==> config.mk <==
export PLATFORM = sky130hd
export DESIGN_NAME = gp_port
export DESIGN_NICKNAME = d
export VERILOG_FILES = /design/src/rtl/gp_port_pkg.sv /design/src/rtl/gp_port_ctrl.sv /design/src/rtl/gp_port_dp.sv /design/src/rtl/gp_port.sv
export SDC_FILE = /design/constraint.sdc
export NUM_CORES = 1
export LEC_CHECK = 0
export ABC_AREA = 1
export BUFFER_PORTS_ARGS = -buffer_cell sky130_fd_sc_hd__buf_2
export CAP_MARGIN = 20
export CORE_MARGIN = 10
export CORE_UTILIZATION = 30
export CTS_CLUSTER_SIZE = 40
export DETAILED_ROUTE_END_ITERATION = 10
export SLEW_MARGIN = 40
export SYNTH_ARGS = -nofsm -noshare
export SYNTH_HDL_FRONTEND = slang
export SYNTH_SLANG_ARGS = --single-unit
==> constraint.sdc <==
create_clock -name clk -period 1.6 [get_ports clk]
set_input_delay 0.24 -clock clk [delete_from_list [all_inputs] [get_ports clk]]
set_output_delay 0.24 -clock clk [all_outputs]
set_load 0.01 [all_outputs]
==> src/rtl/gp_port_pkg.sv <==
package gp_port_pkg;
  // strobes from the decoder to the datapath
  typedef struct packed {
    logic dirWr;   // accepted direction write
    logic dataWr;  // output-latch write
    logic portSel; // port register addressed
  } gp_strobe_t;
endpackage

==> src/rtl/gp_port_ctrl.sv <==
module gp_port_ctrl
  import gp_port_pkg::*;
#(
  parameter int AW        = 8,
  parameter int W         = 8,
  parameter int G         = 2,
  parameter logic [AW-1:0] DIR_ADDR  = 8'h17,
  parameter logic [AW-1:0] PORT_ADDR = 8'h18
) (
  input  logic [AW-1:0] busAddr,
  input  logic          busWe,
  input  logic          dirUnlock,
  input  logic          upperPinsEn,
  output gp_strobe_t    stb,
  output logic [W-1:0]  availMask
);
  logic dirHit, portHit;

  always_comb begin
    dirHit      = (busAddr == DIR_ADDR);
    portHit     = (busAddr == PORT_ADDR);
    stb.dirWr   = busWe && dirHit && dirUnlock;
    stb.dataWr  = busWe && portHit;
    stb.portSel = portHit;
  end

  // the top G pins depend on the clock-control bit
  for (genvar i = 0; i < W; i++) begin : g_avail
    if (i >= W - G) begin : g_gated
      assign availMask[i] = upperPinsEn;
    end else begin : g_fixed
      assign availMask[i] = 1'b1;
    end
  end
endmodule

==> src/rtl/gp_port_dp.sv <==
module gp_port_dp
  import gp_port_pkg::*;
#(
  parameter int W = 8,
  parameter int G = 2
) (
  input  logic         clk,
  input  logic         rstN,
  input  gp_strobe_t   stb,
  input  logic [W-1:0] wdata,
  input  logic [W-1:0] availMask,
  input  logic         upperPinsEn,
  input  logic [W-1:0] pinIn,
  output logic [W-1:0] pinOe,
  output logic [W-1:0] pinOut,
  output logic [2*W-1:0] portRd
);
  logic [W-1:0] dirReg, dataLatch, syncA, syncB, levelView;

  always_ff @(posedge clk) begin
    if (!rstN) begin
      dirReg    <= '0;
      dataLatch <= '0;
      syncA     <= '0;
      syncB     <= '0;
    end else begin
      if (stb.dirWr)  dirReg    <= wdata;
      if (stb.dataWr) dataLatch <= wdata;
      syncA <= pinIn;
      syncB <= syncA;
    end
  end

  always_comb begin
    pinOe     = dirReg & availMask;
    pinOut    = dataLatch & pinOe;
    levelView = (dirReg & dataLatch) | (~dirReg & syncB);
    portRd    = {~dirReg & availMask, levelView & availMask};
  end


  no_stray_drive_chk: assert property (@(posedge clk) disable iff (!rstN)
    (pinOut & ~pinOe) == '0);


  gated_pins_off_chk: assert property (@(posedge clk) disable iff (!rstN)
    !upperPinsEn |-> (pinOe[W-1 -: G] == '0 && portRd[2*W-1 -: G] == '0
                      && portRd[W-1 -: G] == '0));
endmodule

==> src/rtl/gp_port.sv <==
module gp_port
  import gp_port_pkg::*;
#(
  parameter int AW = 8,
  parameter int W  = 8,
  parameter int G  = 2,
  parameter logic [AW-1:0] DIR_ADDR  = 8'h17,
  parameter logic [AW-1:0] PORT_ADDR = 8'h18
) (
  input  logic            clk,
  input  logic            rstN,
  input  logic [AW-1:0]   busAddr,
  input  logic            busWe,
  input  logic [W-1:0]    busWdata,
  output logic [2*W-1:0]  busRdata,
  input  logic            dirUnlock,
  input  logic            upperPinsEn,
  input  logic [W-1:0]    pinIn,
  output logic [W-1:0]    pinOe,
  output logic [W-1:0]    pinOut
);
  localparam int RW = 2 * W;
  localparam int LOW = W - G;

  gp_strobe_t    stb;
  logic [W-1:0]  availMask;
  logic [RW-1:0] portRd;

  gp_port_ctrl #(.AW(AW), .W(W), .G(G), .DIR_ADDR(DIR_ADDR), .PORT_ADDR(PORT_ADDR)) u_ctrl (
    .busAddr(busAddr), .busWe(busWe), .dirUnlock(dirUnlock),
    .upperPinsEn(upperPinsEn), .stb(stb), .availMask(availMask)
  );

  gp_port_dp #(.W(W), .G(G)) u_dp (
    .clk(clk), .rstN(rstN), .stb(stb), .wdata(busWdata), .availMask(availMask),
    .upperPinsEn(upperPinsEn), .pinIn(pinIn), .pinOe(pinOe), .pinOut(pinOut),
    .portRd(portRd)
  );

  assign busRdata = stb.portSel ? portRd : '0;


  dir_write_lands_chk: assert property (@(posedge clk) disable iff (!rstN)
    (busWe && busAddr == DIR_ADDR && dirUnlock) |=> pinOe[LOW-1:0] == $past(busWdata[LOW-1:0]));


  locked_dir_write_chk: assert property (@(posedge clk) disable iff (!rstN)
    (busWe && busAddr == DIR_ADDR && !dirUnlock && upperPinsEn)
      |=> (!upperPinsEn || $stable(pinOe)));


  dir_unreadable_chk: assert property (@(posedge clk) disable iff (!rstN)
    (busAddr == DIR_ADDR) |-> busRdata == '0);
endmodule

==> impl_table.tex, run 1 <==
\begin{tabular}{lr}
\hline
Metric & Value \\
\hline
\multicolumn{2}{l}{\textbf{Status}} \\
Outcome & completed \\
\multicolumn{2}{l}{\textbf{Synthesis}} \\
Netlist area before placement & 1590 um\^{}2 \\
Number of distinct standard cells referenced by the synthesized netlist & 19 \\
Count of yosys warnings during synthesis & 0 \\
Number of storage elements in the synthesis netlist & 32 \\
Synthesized netlist net count & 264 \\
Cells after synthesis & 235 \\
Part of the Yosys area used for sequential elements & 40.4\% \\
Average footprint of a synthesized cell & 6.75 um\^{}2 \\
\multicolumn{2}{l}{\textbf{Routing}} \\
Antenna Violating Nets Remaining & 0 \\
Mean number of vias per cell & 3.92 \\
DRC violation count after routing & 0 \\
Iteration-0 DRC count of the detailed router & 31 \\
Average wire length per cell after detail routing & 10.6 um \\
Drt pass-1 iters & 4 \\
Number of vias after detailed routing & 1,426 \\
Wire length after detailed routing & 3.87 mm \\
\multicolumn{2}{l}{\textbf{Die}} \\
Core Area & 5110 um\^{}2 \\
Row count & 26 \\
Die outline area & 8590 um\^{}2 \\
Ports & 61 \\
Initial cell density of the core & 31.0\% \\
Vertical die dimension & 92.7 um \\
Width of the die & 92.7 um \\
\multicolumn{2}{l}{\textbf{Cells and area}} \\
Count of fill cells added during filler insertion & 566 \\
Antenna diode count & 0 \\
Most common cell after layout, fill and taps aside & sky130\_fd\_sc\_hd\_\_nand2\_1 \\
Final Instance Count excl. Fillers & 364 \\
Non-Filler Cell Area, Final & 2000 um\^{}2 \\
Layout cell share with drive strength beyond 1 & 30.3\% \\
Area grow syn2layout & 26.4\% \\
Net count of the finished layout & 323 \\
Leading cell types in the layout, fill and taps excluded & sky130\_fd\_sc\_hd\_\_nand2\_1 (69), sky130\_fd\_sc\_hd\_\_buf\_2 (60), sky130\_fd\_sc\_hd\_\_inv\_1 (56), sky130\_fd\_sc\_hd\_\_dfxtp\_1 (32), sky130\_fd\_sc\_hd\_\_nor2\_1 (31) \\
\multicolumn{2}{l}{\textbf{STA}} \\
Max Slew Vio Count & 0 \\
TNS Setup & 0 ns \\
Fmax achieved & 688 MHz \\
Worst rel slew slack & 60.7\% \\
Total setup violations reported at the end of the flow & 0 \\
Clock tree skew after final layout & 0.00448 ns \\
RSZ-0062 raised after global routing & false \\
Transition time of the tightest slew-check pin & 0.590 ns \\
Fraction of the cycle the final worst path needs & 90.9\% \\
Final hold violations & 0 \\
Minimum clock period & 1.45 ns \\
\multicolumn{2}{l}{\textbf{Global route}} \\
Wire length of the first global-routing pass & 6.80 mm \\
Via count of the first global-routing pass & 1,533 \\
Largest net degree at the start of global routing & 33 \\
Tot GR Track Use & 9.93\% \\
Grt total ovfl & 0 \\
Antenna violations before repair & 0 \\
\multicolumn{2}{l}{\textbf{Job}} \\
Maximum capacitance violations & 0 \\
\multicolumn{2}{l}{\textbf{Setup path}} \\
Critical path class & in2out \\
Worst Path Required & 1.36 ns \\
Crit path DAT & 1.21 ns \\
Startpoint type of the worst setup path & primary input \\
Type of element capturing the critical path & primary output \\
Maximum fanout along the worst path & 14 \\
\multicolumn{2}{l}{\textbf{Pwr}} \\
Reported leakage power & 1.23 nW \\
Net Switching & 0.349 mW \\
Sequential power share & 54.4\% \\
Power density cells & 753 nW/um\^{}2 \\
Switching part of the total power & 23.1\% \\
Clock share of power & 37.5\% \\
Peak supply drop & 518 uV \\
Int Pwr & 1.16 mW \\
Combinational cell fraction of total power & 8.1\% \\
\multicolumn{2}{l}{\textbf{Placed design}} \\
Final estimated routing congestion in global placement & 0.701 \\
PortBufs & 60 \\
Post-detailed-placement cell area & 1910 um\^{}2 \\
DP Cell Count & 357 \\
Estimated wirelength of the detail-placed design & 2.90 mm \\
\multicolumn{2}{l}{\textbf{Clock network}} \\
\# Post-CTS Setup Buffers & 0 \\
Clock root buffer & sky130\_fd\_sc\_hd\_\_clkbuf\_8 \\
Clock buffer depth & 2 \\
Clock Pin Slew Worst Setup and Hold Paths & 0.06 ns \\
Total clock sinks & 32 \\
Count of hold buffers inserted by post-cts repair & 0 \\
Clock latency at the later pin of the worst-skew pair & 0.28 ns \\
H-tree Lvls & 2 \\
Cells resized by post-CTS repair & 0 \\
Clock tree from TritonCTS & yes \\
CTS Buf Count & 5 \\
\multicolumn{2}{l}{\textbf{Hold path}} \\
Type of the tightest min-delay check & in2reg \\
\hline
\end{tabular}
-- final timing paths --
| check | start | cells after the start | slack [ns] | end |
|---|---|---|---|---|
| worst max register to register | u_dp.dirReg[5]$_SDFFE_PN0P_ | 2 | 0.97 | u_dp.dirReg[5]$_SDFFE_PN0P_ |
| worst min-delay path | pinIn[4] | 3 | 0.14 | u_dp.syncA[4]$_SDFF_PN0_ |
| worst min register to register | u_dp.syncA[3]$_SDFF_PN0_ | 2 | 0.41 | u_dp.syncB[3]$_SDFF_PN0_ |
| worst max-delay path | busAddr[5] | 9 | 0.15 | busRdata[3] |
-- stage by stage --
step	utilization, %	hold slack (ns)	setup WS, ns	power [mW]
after floorplan	-	0.338	0.283	0.907
after global placement	37.5	0.393	0.129	0.961
after detailed placement	37.5	0.400	0.0910	0.963
after CTS	39.0	0.130	0.0900	1.54
after global routing	39.2	0.134	0.00545	1.60
final	39.2	0.140	0.146	1.51
-- synthesized netlist by cell type --
cell type                  instances  area (um^2)
sky130_fd_sc_hd__nor2_8            2         40.0
sky130_fd_sc_hd__buf_6             3         33.8
sky130_fd_sc_hd__nand4_1          10         62.6
sky130_fd_sc_hd__buf_4             6         45.0
sky130_fd_sc_hd__o21ai_1           4         20.0
sky130_fd_sc_hd__o21ai_2           2         17.5
sky130_fd_sc_hd__nand2_2           2         12.5
sky130_fd_sc_hd__nor2_1           33          124
sky130_fd_sc_hd__clkbuf_1          3         11.3
sky130_fd_sc_hd__nand3_2           2         20.0
sky130_fd_sc_hd__nand2_1          69          259
sky130_fd_sc_hd__inv_1            56          210
sky130_fd_sc_hd__nor2_4            3         33.8
sky130_fd_sc_hd__nor2_2            1         6.26
sky130_fd_sc_hd__inv_2             2         7.51
sky130_fd_sc_hd__dfxtp_1          32          641
sky130_fd_sc_hd__nor3_2            2         20.0
sky130_fd_sc_hd__nand3_1           2         10.0
sky130_fd_sc_hd__nand2_4           1         11.3
-- layout make-up --
cell class	count	area, um^2	area share [%]
Clock inverter	1	5.00	0.250
Inverter	58	218	10.9
Clock buffer	6	72.6	3.62
Tap cell	70	87.6	4.37
Timing Repair Buffer	64	330	16.5
Sequential cell	32	641	32.0
Multi-Input combinational cell	133	651	32.5
-- worst max-delay path, stage by stage --
cell and delay [ns]:
sky130_fd_sc_hd__buf_2 0.10, sky130_fd_sc_hd__inv_1 0.06, sky130_fd_sc_hd__nand2_1 0.12, sky130_fd_sc_hd__nor2_8 0.17, sky130_fd_sc_hd__nand2_8 0.12, sky130_fd_sc_hd__nor2_1 0.14, sky130_fd_sc_hd__nand2_1 0.06, sky130_fd_sc_hd__o21ai_1 0.06
sky130_fd_sc_hd__buf_2 0.14
-- metal layers --
| metal | GRT usage, % | vias up | share of wire, % |
|---|---|---|---|
| li1 | - | 788 | - |
| met1 | 10.3 | 597 | 44 |
| met2 | 16.9 | 39 | 47 |
| met3 | 5.08 | 2 | 8.3 |
| met4 | 3.47 | 0 | 0.26 |
| met5 | 0 | - | 0 |
-- registers in the layout (all words and copies together) (netlist names) --
signal / cells
u_dp.syncA: 8
u_dp.dataLatch: 8
u_dp.syncB: 8
u_dp.dirReg: 8
-- cells by family (layout without fill, tap and decap cells) --
family / Yosys count / in the layout / synth area share [%]
DFF: 32 / 32 / 40.4
buffers and inverters: 70 / 129 / 19.4
and+or+nand+nor: 127 / 127 / 37.8
AOI/OAI and AO/OA: 6 / 6 / 2.37
-- power groups by stage --
stage,Sequential [mW],Clock (mW),Combinational (mW)
6_report,0.821,0.566,0.123
2_1_floorplan,0.838,0,0.0695
3_5_place_dp,0.839,0,0.123
4_1_cts,0.821,0.591,0.124
5_1_grt,0.822,0.638,0.142
3_3_place_gp,0.839,0,0.122
Power figures use the tool's default switching activity.
==> run 2: changes to the inputs <==
--- a/config.mk
+++ b/config.mk
@@ -9,9 +9,10 @@
 export BUFFER_PORTS_ARGS = -buffer_cell sky130_fd_sc_hd__buf_2
 export CAP_MARGIN = 20
 export CORE_MARGIN = 10
-export CORE_UTILIZATION = 30
+export CORE_UTILIZATION = 40
 export CTS_CLUSTER_SIZE = 40
 export DETAILED_ROUTE_END_ITERATION = 10
+export PLACE_DENSITY = 0.67
 export SLEW_MARGIN = 40
 export SYNTH_ARGS = -nofsm -noshare
 export SYNTH_HDL_FRONTEND = slang
==> impl_table.tex, run 2 (synthesis gave the netlist of run 1 again) <==
\begin{tabular}{lr}
\hline
Metric & Value \\
\hline
\multicolumn{2}{l}{\textbf{Status}} \\
Outcome & completed \\
\multicolumn{2}{l}{\textbf{STA}} \\
Clock tree skew after final layout & 0.000804 ns \\
Final hold violations & 0 \\
TNS Setup & 0 ns \\
Transition time of the tightest slew-check pin & 0.566 ns \\
Max Slew Vio Count & 0 \\
RSZ-0062 raised after global routing & true \\
Total setup violations reported at the end of the flow & 0 \\
Worst rel slew slack & 62.3\% \\
Minimum clock period & 1.49 ns \\
Fmax achieved & 669 MHz \\
Fraction of the cycle the final worst path needs & 93.4\% \\
\multicolumn{2}{l}{\textbf{Pwr}} \\
Reported leakage power & 1.25 nW \\
Peak supply drop & 378 uV \\
Int Pwr & 1.25 mW \\
Switching part of the total power & 21.5\% \\
Overall power & 1.59 mW \\
Clock share of power & 40.9\% \\
Net Switching & 0.342 mW \\
Power density cells & 805 nW/um\^{}2 \\
Sequential power share & 51.6\% \\
Combinational cell fraction of total power & 7.4\% \\
\multicolumn{2}{l}{\textbf{Clock network}} \\
Count of hold buffers inserted by post-cts repair & 0 \\
Cells resized by post-CTS repair & 0 \\
Clock tree from TritonCTS & yes \\
Clock root buffer & sky130\_fd\_sc\_hd\_\_clkbuf\_8 \\
Clock buffer depth & 2 \\
Clock latency at the later pin of the worst-skew pair & 0.28 ns \\
H-tree Lvls & 2 \\
Total clock sinks & 32 \\
Clock Pin Slew Worst Setup and Hold Paths & 0.06 ns \\
\# Post-CTS Setup Buffers & 0 \\
CTS Buf Count & 5 \\
\multicolumn{2}{l}{\textbf{Cells and area}} \\
Final Instance Count excl. Fillers & 341 \\
Leading cell types in the layout, fill and taps excluded & sky130\_fd\_sc\_hd\_\_nand2\_1 (69), sky130\_fd\_sc\_hd\_\_buf\_2 (60), sky130\_fd\_sc\_hd\_\_inv\_1 (56), sky130\_fd\_sc\_hd\_\_nor2\_1 (33), sky130\_fd\_sc\_hd\_\_dfxtp\_1 (32) \\
Net count of the finished layout & 322 \\
Antenna diode count & 0 \\
Layout cell share with drive strength beyond 1 & 29.7\% \\
Most common cell after layout, fill and taps aside & sky130\_fd\_sc\_hd\_\_nand2\_1 \\
Final core occ & 52.7\% \\
Non-Filler Cell Area, Final & 1970 um\^{}2 \\
Area grow syn2layout & 24.5\% \\
\multicolumn{2}{l}{\textbf{Die}} \\
Vertical die dimension & 83.0 um \\
Row count & 22 \\
Core Area & 3740 um\^{}2 \\
Initial cell density of the core & 42.3\% \\
Die outline area & 6880 um\^{}2 \\
Ports & 61 \\
Width of the die & 83.0 um \\
\multicolumn{2}{l}{\textbf{Global route}} \\
Via count of the first global-routing pass & 1,397 \\
Tot GR Track Use & 10.4\% \\
Grt total ovfl & 0 \\
Wire length of the first global-routing pass & 6.09 mm \\
Antenna violations before repair & 0 \\
Largest net degree at the start of global routing & 33 \\
\multicolumn{2}{l}{\textbf{Setup path}} \\
Cells on worst reg2reg path & 2 \\
Type of element capturing the critical path & primary output \\
Maximum fanout along the worst path & 14 \\
Ordered cell list for the critical path & buf\_2 -> inv\_1 -> nand2\_1 -> nor2\_8 -> nand2\_4 -> nor2\_1 -> nand2\_1 -> o21ai\_1 -> buf\_2 \\
Stage delay of the slowest cell on the critical path & 0.17 ns \\
Crit path DAT & 1.25 ns \\
Critical path class & in2out \\
Startpoint of the worst register-to-register path & u\_dp.dirReg[4]\$\_SDFFE\_PN0P\_ \\
FF-to-FF setup slack & 0.95 ns \\
Buffers plus inverters on the worst setup path & 3 \\
Reg-to-reg critical path endpoint & u\_dp.dirReg[4]\$\_SDFFE\_PN0P\_ \\
Startpoint type of the worst setup path & primary input \\
Kind of cell with the highest combined delay on the critical path & simple AND/OR/NAND/NOR gates \\
Worst Path Required & 1.36 ns \\
Cell with the biggest individual delay on the critical path & sky130\_fd\_sc\_hd\_\_nor2\_1 \\
\multicolumn{2}{l}{\textbf{Placed design}} \\
DP Cell Count & 334 \\
PortBufs & 60 \\
Estimated wirelength of the detail-placed design & 2.76 mm \\
Post-detailed-placement cell area & 1880 um\^{}2 \\
Final estimated routing congestion in global placement & 0.799 \\
\multicolumn{2}{l}{\textbf{Hold path}} \\
Startpoint of the most critical hold path & pinIn[0] \\
Count of cells along the worst hold path & 3 \\
Hold path endpoint & u\_dp.syncA[0]\$\_SDFF\_PN0\_ \\
Type of the tightest min-delay check & in2reg \\
\multicolumn{2}{l}{\textbf{Routing}} \\
Drt pass-1 iters & 4 \\
Average wire length per cell after detail routing & 10.4 um \\
DRC violation count after routing & 0 \\
Mean number of vias per cell & 4.21 \\
Antenna Violating Nets Remaining & 0 \\
Iteration-0 DRC count of the detailed router & 54 \\
Number of vias after detailed routing & 1,436 \\
Wire length after detailed routing & 3.56 mm \\
\multicolumn{2}{l}{\textbf{Job}} \\
Maximum capacitance violations & 0 \\
\hline
\end{tabular}
-- run 2: changes by cell type in the layout (fill, tap and decap cells not counted), sizes merged --
cell	previous run	this run
clkbuf	6	7
clkinv	1	0
buf	64	63
-- run 2: worst max-delay path by stage --
stage                     startpoint          end  cells after the start
after floorplan           busAddr[5]  busRdata[0]                      7
after global placement    busAddr[7]  busRdata[6]                      7
after detailed placement  busAddr[5]  busRdata[0]                      9
after CTS                 busAddr[5]  busRdata[0]                      9
after global routing      busAddr[5]  busRdata[2]                      9
final                     busAddr[5]  busRdata[0]                      9
-- run 2: power by group through the flow --
stage	Clock [mW]	Combinational (mW)	Sequential (mW)
finish	0.651	0.118	0.821
global route	0.704	0.134	0.823
CTS	0.671	0.119	0.821
detailed placement	0	0.119	0.839
global placement	0	0.117	0.839
floorplan	0	0.0695	0.838
-- run 2: worst reg2reg max path, stage by stage (launching register included) --
cell and delay [ns]:
sky130_fd_sc_hd__dfxtp_1 0.42, sky130_fd_sc_hd__nor2_1 0.07, sky130_fd_sc_hd__nor2_1 0.10
-- run 2: final cells by class --
cell class / count / area [um^2]
multi-input cells: 133 / 637
repair buffers: 63 / 323
inverters: 58 / 218
well taps: 48 / 60.1
flip-flops and latches: 32 / 641
clock buffers: 7 / 96.3
fillers: 403 / 1770
-- run 2: metal layers --
metal  vias up  routed length, um  track usage [%]
li1        785                  -                -
met1       605               1530             10.6
met2        40               1690             17.2
met3         6                270             5.08
met4         0                 71             5.69
met5         -                  0                0
-- run 2: through the flow --
stage               setup WS, ns  hold slack [ns]
floorplan                  0.283            0.338
global placement           0.115            0.393
detailed placement        0.0912            0.397
CTS                       0.0898            0.130
global route             -0.0286            0.127
finish                     0.105            0.139
